--- src/rtl/cpt_pkg.sv ---
package cpt_pkg;

    // Sequencer states; one per request kind plus idle
    typedef enum logic [2:0] {
        ST_IDLE  = 3'd0,
        ST_WR_LO = 3'd1,
        ST_WR_HI = 3'd2,
        ST_RD_LO = 3'd3,
        ST_RD_HI = 3'd4
    } cpt_state_e;

    localparam int unsigned CPT_ROUNDS = 5;
    localparam int unsigned CPT_RND_W  = $clog2(CPT_ROUNDS + 1);

endpackage

--- src/rtl/cpt_cycle_ctr.sv ---
module cpt_cycle_ctr #(
    parameter int unsigned CNT_W = 32
) (
    input  logic             clk,
    input  logic             rst_n,
    output logic [CNT_W-1:0] count
);

    logic [CNT_W-1:0] cnt_d, cnt_q;

    always_comb begin
        cnt_d = cnt_q + CNT_W'(1);
    end

    always_ff @(posedge clk or negedge rst_n) begin
        if (!rst_n) cnt_q <= '0;
        else        cnt_q <= cnt_d;
    end

    assign count = cnt_q;

    // the counter never skips or stalls
    a_r5_counter_steps: assert property (@(posedge clk) disable iff (!rst_n)
        $past(rst_n) |-> cnt_q == $past(cnt_q) + CNT_W'(1));

endmodule

--- src/rtl/cpt_addr_gen.sv ---
module cpt_addr_gen #(
    parameter int unsigned          ADDR_W    = 32,
    parameter int unsigned          SEED_W    = 8,
    parameter logic [ADDR_W-1:0]    BASE_ADDR = 'hA000_0000
) (
    input  logic [SEED_W-1:0] seed,
    output logic [ADDR_W-1:0] test_addr
);

    localparam int unsigned        SUM_W = SEED_W + 1;
    localparam logic [SUM_W-1:0]   BIAS  = SUM_W'((1 << SEED_W) - 1);

    logic [SUM_W-1:0] biased;

    always_comb begin
        biased    = {1'b0, seed} + BIAS;
        test_addr = BASE_ADDR + (ADDR_W'(biased) << 2);
    end

endmodule

--- src/rtl/cpt_pattern_sel.sv ---
module cpt_pattern_sel
    import cpt_pkg::*;
#(
    parameter int unsigned          DATA_W  = 32,
    parameter int unsigned          FIELD_W = 8,
    parameter logic [DATA_W-1:0]    PAT0    = 'h0000_0000,
    parameter logic [DATA_W-1:0]    PAT1    = 'hAAAA_AAAA,
    parameter logic [DATA_W-1:0]    PAT2    = 'h1234_5678
) (
    input  logic [CPT_RND_W-1:0] round,
    input  logic [FIELD_W-1:0]   tune_hi,
    input  logic [FIELD_W-1:0]   tune_mid,
    input  logic [FIELD_W-1:0]   tune_lo,
    input  logic [DATA_W-1:0]    stamp,
    output logic [DATA_W-1:0]    pattern
);

    logic [DATA_W-1:0] tune_word;

    always_comb begin
        // Shift-and-OR packing of the three tuning fields
        tune_word = (DATA_W'(tune_hi)  << (2 * FIELD_W))
                  | (DATA_W'(tune_mid) << FIELD_W)
                  |  DATA_W'(tune_lo);
        case (round)
            CPT_RND_W'(0): pattern = PAT0;
            CPT_RND_W'(1): pattern = PAT1;
            CPT_RND_W'(2): pattern = PAT2;
            CPT_RND_W'(3): pattern = tune_word;
            CPT_RND_W'(4): pattern = stamp;
            default:       pattern = '0;
        endcase
    end

endmodule

--- src/rtl/cpt_sequencer.sv ---
module cpt_sequencer
    import cpt_pkg::*;
#(
    parameter int unsigned ADDR_W = 32,
    parameter int unsigned DATA_W = 32
) (
    input  logic                 clk,
    input  logic                 rst_n,
    input  logic                 start,
    input  logic [ADDR_W-1:0]    test_addr,
    input  logic [DATA_W-1:0]    pat_in,
    output logic [CPT_RND_W-1:0] load_round,
    output logic                 mem_req,
    output logic                 mem_we,
    output logic [ADDR_W-1:0]    mem_addr,
    output logic [DATA_W-1:0]    mem_wdata,
    input  logic                 mem_ack,
    input  logic [DATA_W-1:0]    mem_rdata,
    output logic                 done,
    output logic                 pass
);

    localparam logic [CPT_RND_W-1:0] LAST_RND = CPT_RND_W'(CPT_ROUNDS - 1);
    localparam logic [ADDR_W-1:0]    WORD_OFS = ADDR_W'(4);

    typedef struct packed {
        cpt_state_e           st;
        logic [CPT_RND_W-1:0] rnd;
        logic [DATA_W-1:0]    pat;
        logic [ADDR_W-1:0]    addr;
        logic                 done;
        logic                 pass;
    } seq_t;

    seq_t seq_d, seq_q;
    logic match_lo, match_hi;

    always_comb begin
        seq_d      = seq_q;
        seq_d.done = 1'b0;
        load_round = '0;
        match_lo   = (mem_rdata == seq_q.pat);
        match_hi   = (mem_rdata == ~seq_q.pat);
        case (seq_q.st)
            ST_IDLE: begin
                load_round = '0;
                if (start) begin
                    seq_d.st   = ST_WR_LO;
                    seq_d.rnd  = '0;
                    seq_d.pat  = pat_in;
                    seq_d.addr = test_addr;
                    seq_d.pass = 1'b0;
                end
            end
            ST_WR_LO: begin
                if (mem_ack) seq_d.st = ST_WR_HI;
            end
            ST_WR_HI: begin
                if (mem_ack) seq_d.st = ST_RD_LO;
            end
            ST_RD_LO: begin
                if (mem_ack) begin
                    if (match_lo) begin
                        seq_d.st = ST_RD_HI;
                    end else begin
                        seq_d.st   = ST_IDLE;
                        seq_d.done = 1'b1;
                        seq_d.pass = 1'b0;
                    end
                end
            end
            ST_RD_HI: begin
                load_round = seq_q.rnd + CPT_RND_W'(1);
                if (mem_ack) begin
                    if (!match_hi) begin
                        seq_d.st   = ST_IDLE;
                        seq_d.done = 1'b1;
                        seq_d.pass = 1'b0;
                    end else if (seq_q.rnd == LAST_RND) begin
                        seq_d.st   = ST_IDLE;
                        seq_d.done = 1'b1;
                        seq_d.pass = 1'b1;
                    end else begin
                        seq_d.st  = ST_WR_LO;
                        seq_d.rnd = seq_q.rnd + CPT_RND_W'(1);
                        seq_d.pat = pat_in;
                    end
                end
            end
            default: begin
                seq_d.st = ST_IDLE;
            end
        endcase
    end

    always_ff @(posedge clk or negedge rst_n) begin
        if (!rst_n) begin
            seq_q.st   <= ST_IDLE;
            seq_q.rnd  <= '0;
            seq_q.pat  <= '0;
            seq_q.addr <= '0;
            seq_q.done <= 1'b0;
            seq_q.pass <= 1'b0;
        end else begin
            seq_q <= seq_d;
        end
    end

    always_comb begin
        mem_req   = (seq_q.st != ST_IDLE);
        mem_we    = (seq_q.st == ST_WR_LO) || (seq_q.st == ST_WR_HI);
        mem_addr  = ((seq_q.st == ST_WR_HI) || (seq_q.st == ST_RD_HI))
                  ? seq_q.addr + WORD_OFS : seq_q.addr;
        mem_wdata = (seq_q.st == ST_WR_HI) ? ~seq_q.pat : seq_q.pat;
    end

    assign done = seq_q.done;
    assign pass = seq_q.pass;

    // a waiting request keeps its fields
    a_r10_req_hold: assert property (@(posedge clk) disable iff (!rst_n)
        (mem_req && !mem_ack) |=> (mem_req && $stable(mem_we)
                                   && $stable(mem_addr) && $stable(mem_wdata)));

    // a write directly after an acknowledged write carries the inverse, one word up
    a_r3_complement_pair: assert property (@(posedge clk) disable iff (!rst_n)
        (mem_req && mem_we && $past(mem_req && mem_we && mem_ack))
        |-> (mem_wdata == ~$past(mem_wdata)) && (mem_addr == $past(mem_addr) + WORD_OFS));

    // the end-of-run pulse lasts one cycle
    a_r9_done_pulse: assert property (@(posedge clk) disable iff (!rst_n)
        done |=> !done);

    // no request accompanies the end-of-run pulse
    a_r6_quiet_at_done: assert property (@(posedge clk) disable iff (!rst_n)
        done |-> !mem_req);

    // start during a pending request changes nothing at the port
    a_r8_start_ignored: assert property (@(posedge clk) disable iff (!rst_n)
        (mem_req && !mem_ack && start) |=> (mem_req && $stable(mem_addr)));

    // pass holds while idle without a new start
    a_r9_pass_holds: assert property (@(posedge clk) disable iff (!rst_n)
        ($past(!mem_req && !start) && !mem_req && !done) |-> $stable(pass));

endmodule

--- src/rtl/cpair_mem_tester.sv ---
module cpair_mem_tester
    import cpt_pkg::*;
#(
    parameter int unsigned          ADDR_W    = 32,
    parameter int unsigned          DATA_W    = 32,
    parameter int unsigned          SEED_W    = 8,
    parameter int unsigned          FIELD_W   = 8,
    parameter logic [ADDR_W-1:0]    BASE_ADDR = 'hA000_0000,
    parameter logic [DATA_W-1:0]    PAT0      = 'h0000_0000,
    parameter logic [DATA_W-1:0]    PAT1      = 'hAAAA_AAAA,
    parameter logic [DATA_W-1:0]    PAT2      = 'h1234_5678
) (
    input  logic               clk,
    input  logic               rst_n,
    input  logic               start,
    input  logic [SEED_W-1:0]  seed,
    input  logic [FIELD_W-1:0] tune_hi,
    input  logic [FIELD_W-1:0] tune_mid,
    input  logic [FIELD_W-1:0] tune_lo,
    output logic               mem_req,
    output logic               mem_we,
    output logic [ADDR_W-1:0]  mem_addr,
    output logic [DATA_W-1:0]  mem_wdata,
    input  logic               mem_ack,
    input  logic [DATA_W-1:0]  mem_rdata,
    output logic               done,
    output logic               pass
);

    localparam logic [ADDR_W-1:0] OFS_MIN = ADDR_W'(((1 << SEED_W) - 1) * 4);
    localparam logic [ADDR_W-1:0] OFS_MAX = ADDR_W'(((1 << SEED_W) - 1) * 8 + 4);

    logic [ADDR_W-1:0]    test_addr;
    logic [DATA_W-1:0]    stamp;
    logic [DATA_W-1:0]    pat_next;
    logic [CPT_RND_W-1:0] load_round;

    cpt_addr_gen #(
        .ADDR_W    (ADDR_W),
        .SEED_W    (SEED_W),
        .BASE_ADDR (BASE_ADDR)
    ) u_addr (
        .seed      (seed),
        .test_addr (test_addr)
    );

    cpt_cycle_ctr #(
        .CNT_W (DATA_W)
    ) u_ctr (
        .clk   (clk),
        .rst_n (rst_n),
        .count (stamp)
    );

    cpt_pattern_sel #(
        .DATA_W  (DATA_W),
        .FIELD_W (FIELD_W),
        .PAT0    (PAT0),
        .PAT1    (PAT1),
        .PAT2    (PAT2)
    ) u_pat (
        .round    (load_round),
        .tune_hi  (tune_hi),
        .tune_mid (tune_mid),
        .tune_lo  (tune_lo),
        .stamp    (stamp),
        .pattern  (pat_next)
    );

    cpt_sequencer #(
        .ADDR_W (ADDR_W),
        .DATA_W (DATA_W)
    ) u_seq (
        .clk        (clk),
        .rst_n      (rst_n),
        .start      (start),
        .test_addr  (test_addr),
        .pat_in     (pat_next),
        .load_round (load_round),
        .mem_req    (mem_req),
        .mem_we     (mem_we),
        .mem_addr   (mem_addr),
        .mem_wdata  (mem_wdata),
        .mem_ack    (mem_ack),
        .mem_rdata  (mem_rdata),
        .done       (done),
        .pass       (pass)
    );

    // every access falls inside the seed-reachable word-aligned window
    a_r2_addr_window: assert property (@(posedge clk) disable iff (!rst_n)
        mem_req |-> ((mem_addr - BASE_ADDR) >= OFS_MIN)
                 && ((mem_addr - BASE_ADDR) <= OFS_MAX)
                 && (mem_addr[1:0] == 2'b00));

    // nothing is requested in the first cycle out of reset
    a_r1_reset_quiet: assert property (@(posedge clk) disable iff (!rst_n)
        !$past(rst_n) |-> (!mem_req && !done && !pass));

endmodule

--- config.mk ---
export PLATFORM = sky130hd
export DESIGN_NAME = cpair_mem_tester
export DESIGN_NICKNAME = d
export VERILOG_FILES = /design/src/rtl/cpt_pkg.sv /design/src/rtl/cpt_cycle_ctr.sv /design/src/rtl/cpt_addr_gen.sv /design/src/rtl/cpt_pattern_sel.sv /design/src/rtl/cpt_sequencer.sv /design/src/rtl/cpair_mem_tester.sv
export SDC_FILE = /design/constraint.sdc
export NUM_CORES = 1
export LEC_CHECK = 0
export BUFFER_PORTS_ARGS = -buffer_cell sky130_fd_sc_hd__buf_2
export CORE_MARGIN = 2
export CORE_UTILIZATION = 48
export CTS_CLUSTER_DIAMETER = 50
export DETAILED_ROUTE_END_ITERATION = 8
export GPL_ROUTABILITY_DRIVEN = 0
export PLACE_DENSITY = 0.77
export SLEW_MARGIN = 30
export SYNTH_ARGS = -nofsm -noshare
export SYNTH_HDL_FRONTEND = slang
export SYNTH_SLANG_ARGS = --single-unit
--- constraint.sdc ---
create_clock -name clk -period 2.25 [get_ports clk]
set_input_delay 0.1125 -clock clk [delete_from_list [all_inputs] [get_ports clk]]
set_output_delay 0.1125 -clock clk [all_outputs]
set_load 0.01 [all_outputs]
==> impl_metrics.ini <==
[cells_and_area]
multi_input_comb_area_sq_mm = 0.00296
diodes = 0
fill_cells = 792
regArea_sq_mm = 0.00205
areaGrowthSynthToFinish_pct = 34.4
fin_util = 0.656
nets = 742
final_layout_size_suffix_gt1_frac = 0.381
fin_area_sq_mm = 0.00672

[timing]
max_freq_mhz = 380
hold_viol_final = 0
fin_crit_sh = 1.17
setup-violations-final = 37
finalWorstSetupSlack_ns = -0.380
maxSlewViolCount = 0
setup-tns-final_ns = -11.31
rsz0062_at_grt = yes
period_needed_ns = 2.63
fin_skew_ns = 0.00667

[placed_design]
dpl_worst_slack_ns = -0.220
hpwlAfterDp_microns = 10200
placement.io_buffers = 115
place_area_sq_mm = 0.00612

[worst_hold_path]
min_path_cells = 2
hold_end = u_seq.seq_q[4]
min_path_type = input port to register
hp-start = seed[0]

[logic_synthesis]
async_reset_ff_frac = 1.00
yosysTopAreaCell = dfrtp_1
netlist.area_leader.share = 0.411
avgSynthCellArea_sq_um = 10.1
yosys_register_bits = 82
yosysWarnings = 0
synth_cell_types = 46
synth_seq_area_share = 0.411
synthTopCellsByArea = dfrtp_1 (41%), xnor2_1 (10%), xor2_1 (9.8%)
synth-edff-count = 0
synth_commonest_cells = dfrtp_1 (82), xnor2_1 (58), xor2_1 (56), nand2_1 (39), mux2_2 (25)
synthCells = 494
syn_area_sq_mm = 0.00500
synth_most_common_cell = dfrtp_1
synth_flop_cell = dfrtp_1

[setup_path]
timing.critical_path.buf_inv = 2
cpLargestDelayFamily = simple AND/OR/NAND/NOR gates
cp_slowest_stage_delay_ns = 0.56
cp-end-kind = register
reg2reg_depth = 8
crit_type = register to register
reg2reg_slack_ns = -0.38
crit-reg2reg-launch = u_seq.seq_q[61]
cp.required_ns = 2.49
r2r_end = u_seq.seq_q[56]
worstSetupStartpoint = u_seq.seq_q[61]
startpoint_type = register
cp.depth = 8
arrival_ns = 2.87
cp_cell_sequence = xnor2_2 > or4_4 > nor4_4 > nand4_1 > a21boi_4 > buf_12 > clkbuf_16 > mux2_4
cpMaxStageDelayCell = or4_4
cp_max_fo = 6

[drt]
vias_per_cell = 5.57
wire_per_inst_microns = 17.6
routed_wl_microns = 14200
post-route-drc-count = 0
postRouteAntennaNets = 0
drt_iter0_markers = 345
num_vias = 4509
dr.pass1.iters = 5

[power]
p_leak_nw = 3.32
pwr-share-clk = 0.236
internal_power_mw = 3.27
switching_share = 0.345
p_comb_frac = 0.411
netSwitchingPower_mw = 1.73
max-vdd-ir-drop_mv = 0.374
seqPwrFrac = 0.353
p_per_area_mw_per_mm2 = 744
finalPower_mw = 5.00

[floorplanning]
io-pin-count = 136
start_util = 0.488
die_y_microns = 106
rows = 37
die_w_microns = 106
core_sq_mm = 0.0102
die_area_sq_mm = 0.0112

[global_routing]
grt_overflow_total = 0
antenna_found_initial = 0
grt_pass1_vias = 4344
grt_first_pass_wirelength_microns = 21800
grt_usage = 0.247
grt_max_degree = 83

[run_status]
outcome = finished with violations
violations = setup timing

[clocking]
htree_levels = 3
clk_path_buf_depth = 2
cts_buffers = 9
clkLatencyLatePin_ns = 0.36
cts.sinks = 82
clk_pin_slew_worst_paths_ns = 0.08
cts_tree = done
root_buffer = clkbuf_8

[flow_run]
maxCapViolCount = 0
layout by cell type (no fill, tap or decap), drive strengths merged, types with 2 or more instances in the layout:
cell,synthesis,layout
nand2b,3,3
o21ai,10,10
xor2,56,56
or4,6,6
buf,28,182
dfrtp,82,82
o21a,2,2
nand4,22,22
nor4b,2,2
ha,5,5
nor2,24,24
a221o,19,19
and4,5,5
nor4,13,13
nand3,12,12
a31oi,2,2
mux2,25,25
inv,14,14
o22a,6,6
and2,2,2
conb,1,20
clkbuf,14,13
nor3,6,6
a22o,6,6
o22ai,3,3
nand2,39,39
or3,3,3
nor3b,5,5
bufinv,0,2
clkinv,0,4
xnor2,58,58
a21oi,10,11
metrics by stage:
stage / std cells / hold slack, ns
global placement: 781 / 0.177
CTS: 801 / 0.00501
detailed placement: 781 / 0.178
finish: 810 / 0.0219
global route: 810 / 0.0608
floorplan: 513 / -0.183
worst max path at each step:
stage                            endpoint
final                     u_seq.seq_q[56]
after floorplan           u_seq.seq_q[38]
after CTS                 u_seq.seq_q[43]
after global placement    u_seq.seq_q[38]
after global routing      u_seq.seq_q[49]
after detailed placement  u_seq.seq_q[43]
layout make-up:
class	instances	share of cell area
timing repair buffer	186	0.188
clock buffer	10	0.0205
clock inverter	6	0.0119
inverter	14	0.00783
multi-input combinational	376	0.441
sequential	82	0.306
tap	136	0.0253
power by group through the flow:
stage | registers (mW) | logic (mW) | clock network [mW]
final | 1.76 | 2.05 | 1.18
after detailed placement | 1.79 | 1.87 | 0
after CTS | 1.76 | 1.88 | 1.20
after floorplan | 1.75 | 1.05 | 0
after global placement | 1.78 | 1.83 | 0
after global routing | 1.79 | 2.22 | 1.27
worst reg2reg max path, stage by stage, from the launching register on:
cell       delay [ns]
dfrtp_1          0.42
xnor2_2          0.16
or4_4            0.56
nor4_4           0.33
nand4_1          0.24
a21boi_4         0.21
buf_12           0.14
clkbuf_16        0.16
mux2_4           0.30
kinds of logic (layout without fill, tap and decap cells):
logic type	Yosys count	count (layout)	share of synthesized area
mux	25	25	0.0563
fa+ha+maj	5	5	0.0125
simple gates	148	148	0.161
xor+xnor	114	114	0.200
buf+inv	56	216	0.0594
flops	82	82	0.411
other cells	1	20	0.000751
compound gates	63	64	0.0997
layer usage:
layer	up-vias	track usage	wire length (microns)
li1	2065	-	-
met1	2160	0.322	5950
met2	236	0.407	6770
met3	48	0.0337	925
met4	0	0.116	570
met5	-	0	0
sequential cells by signal (all words and copies together), names as in the netlist:
signal and cells:
u_seq.seq_q 48, u_seq.done 1, u_ctr.count 32, u_seq.pass 1
repair_timing:
item                                    in CTS  in global routing
pin swaps                                    8                 14
hold buffers                                 1                  0
buffers inserted                             2                  8
resized for setup                            9                 37
endpoints found under the hold margin       82                  0
endpoints found under the setup margin      39                 43
cloned                                       1                  3
Note: power is estimated with default switching activity, not from simulation.
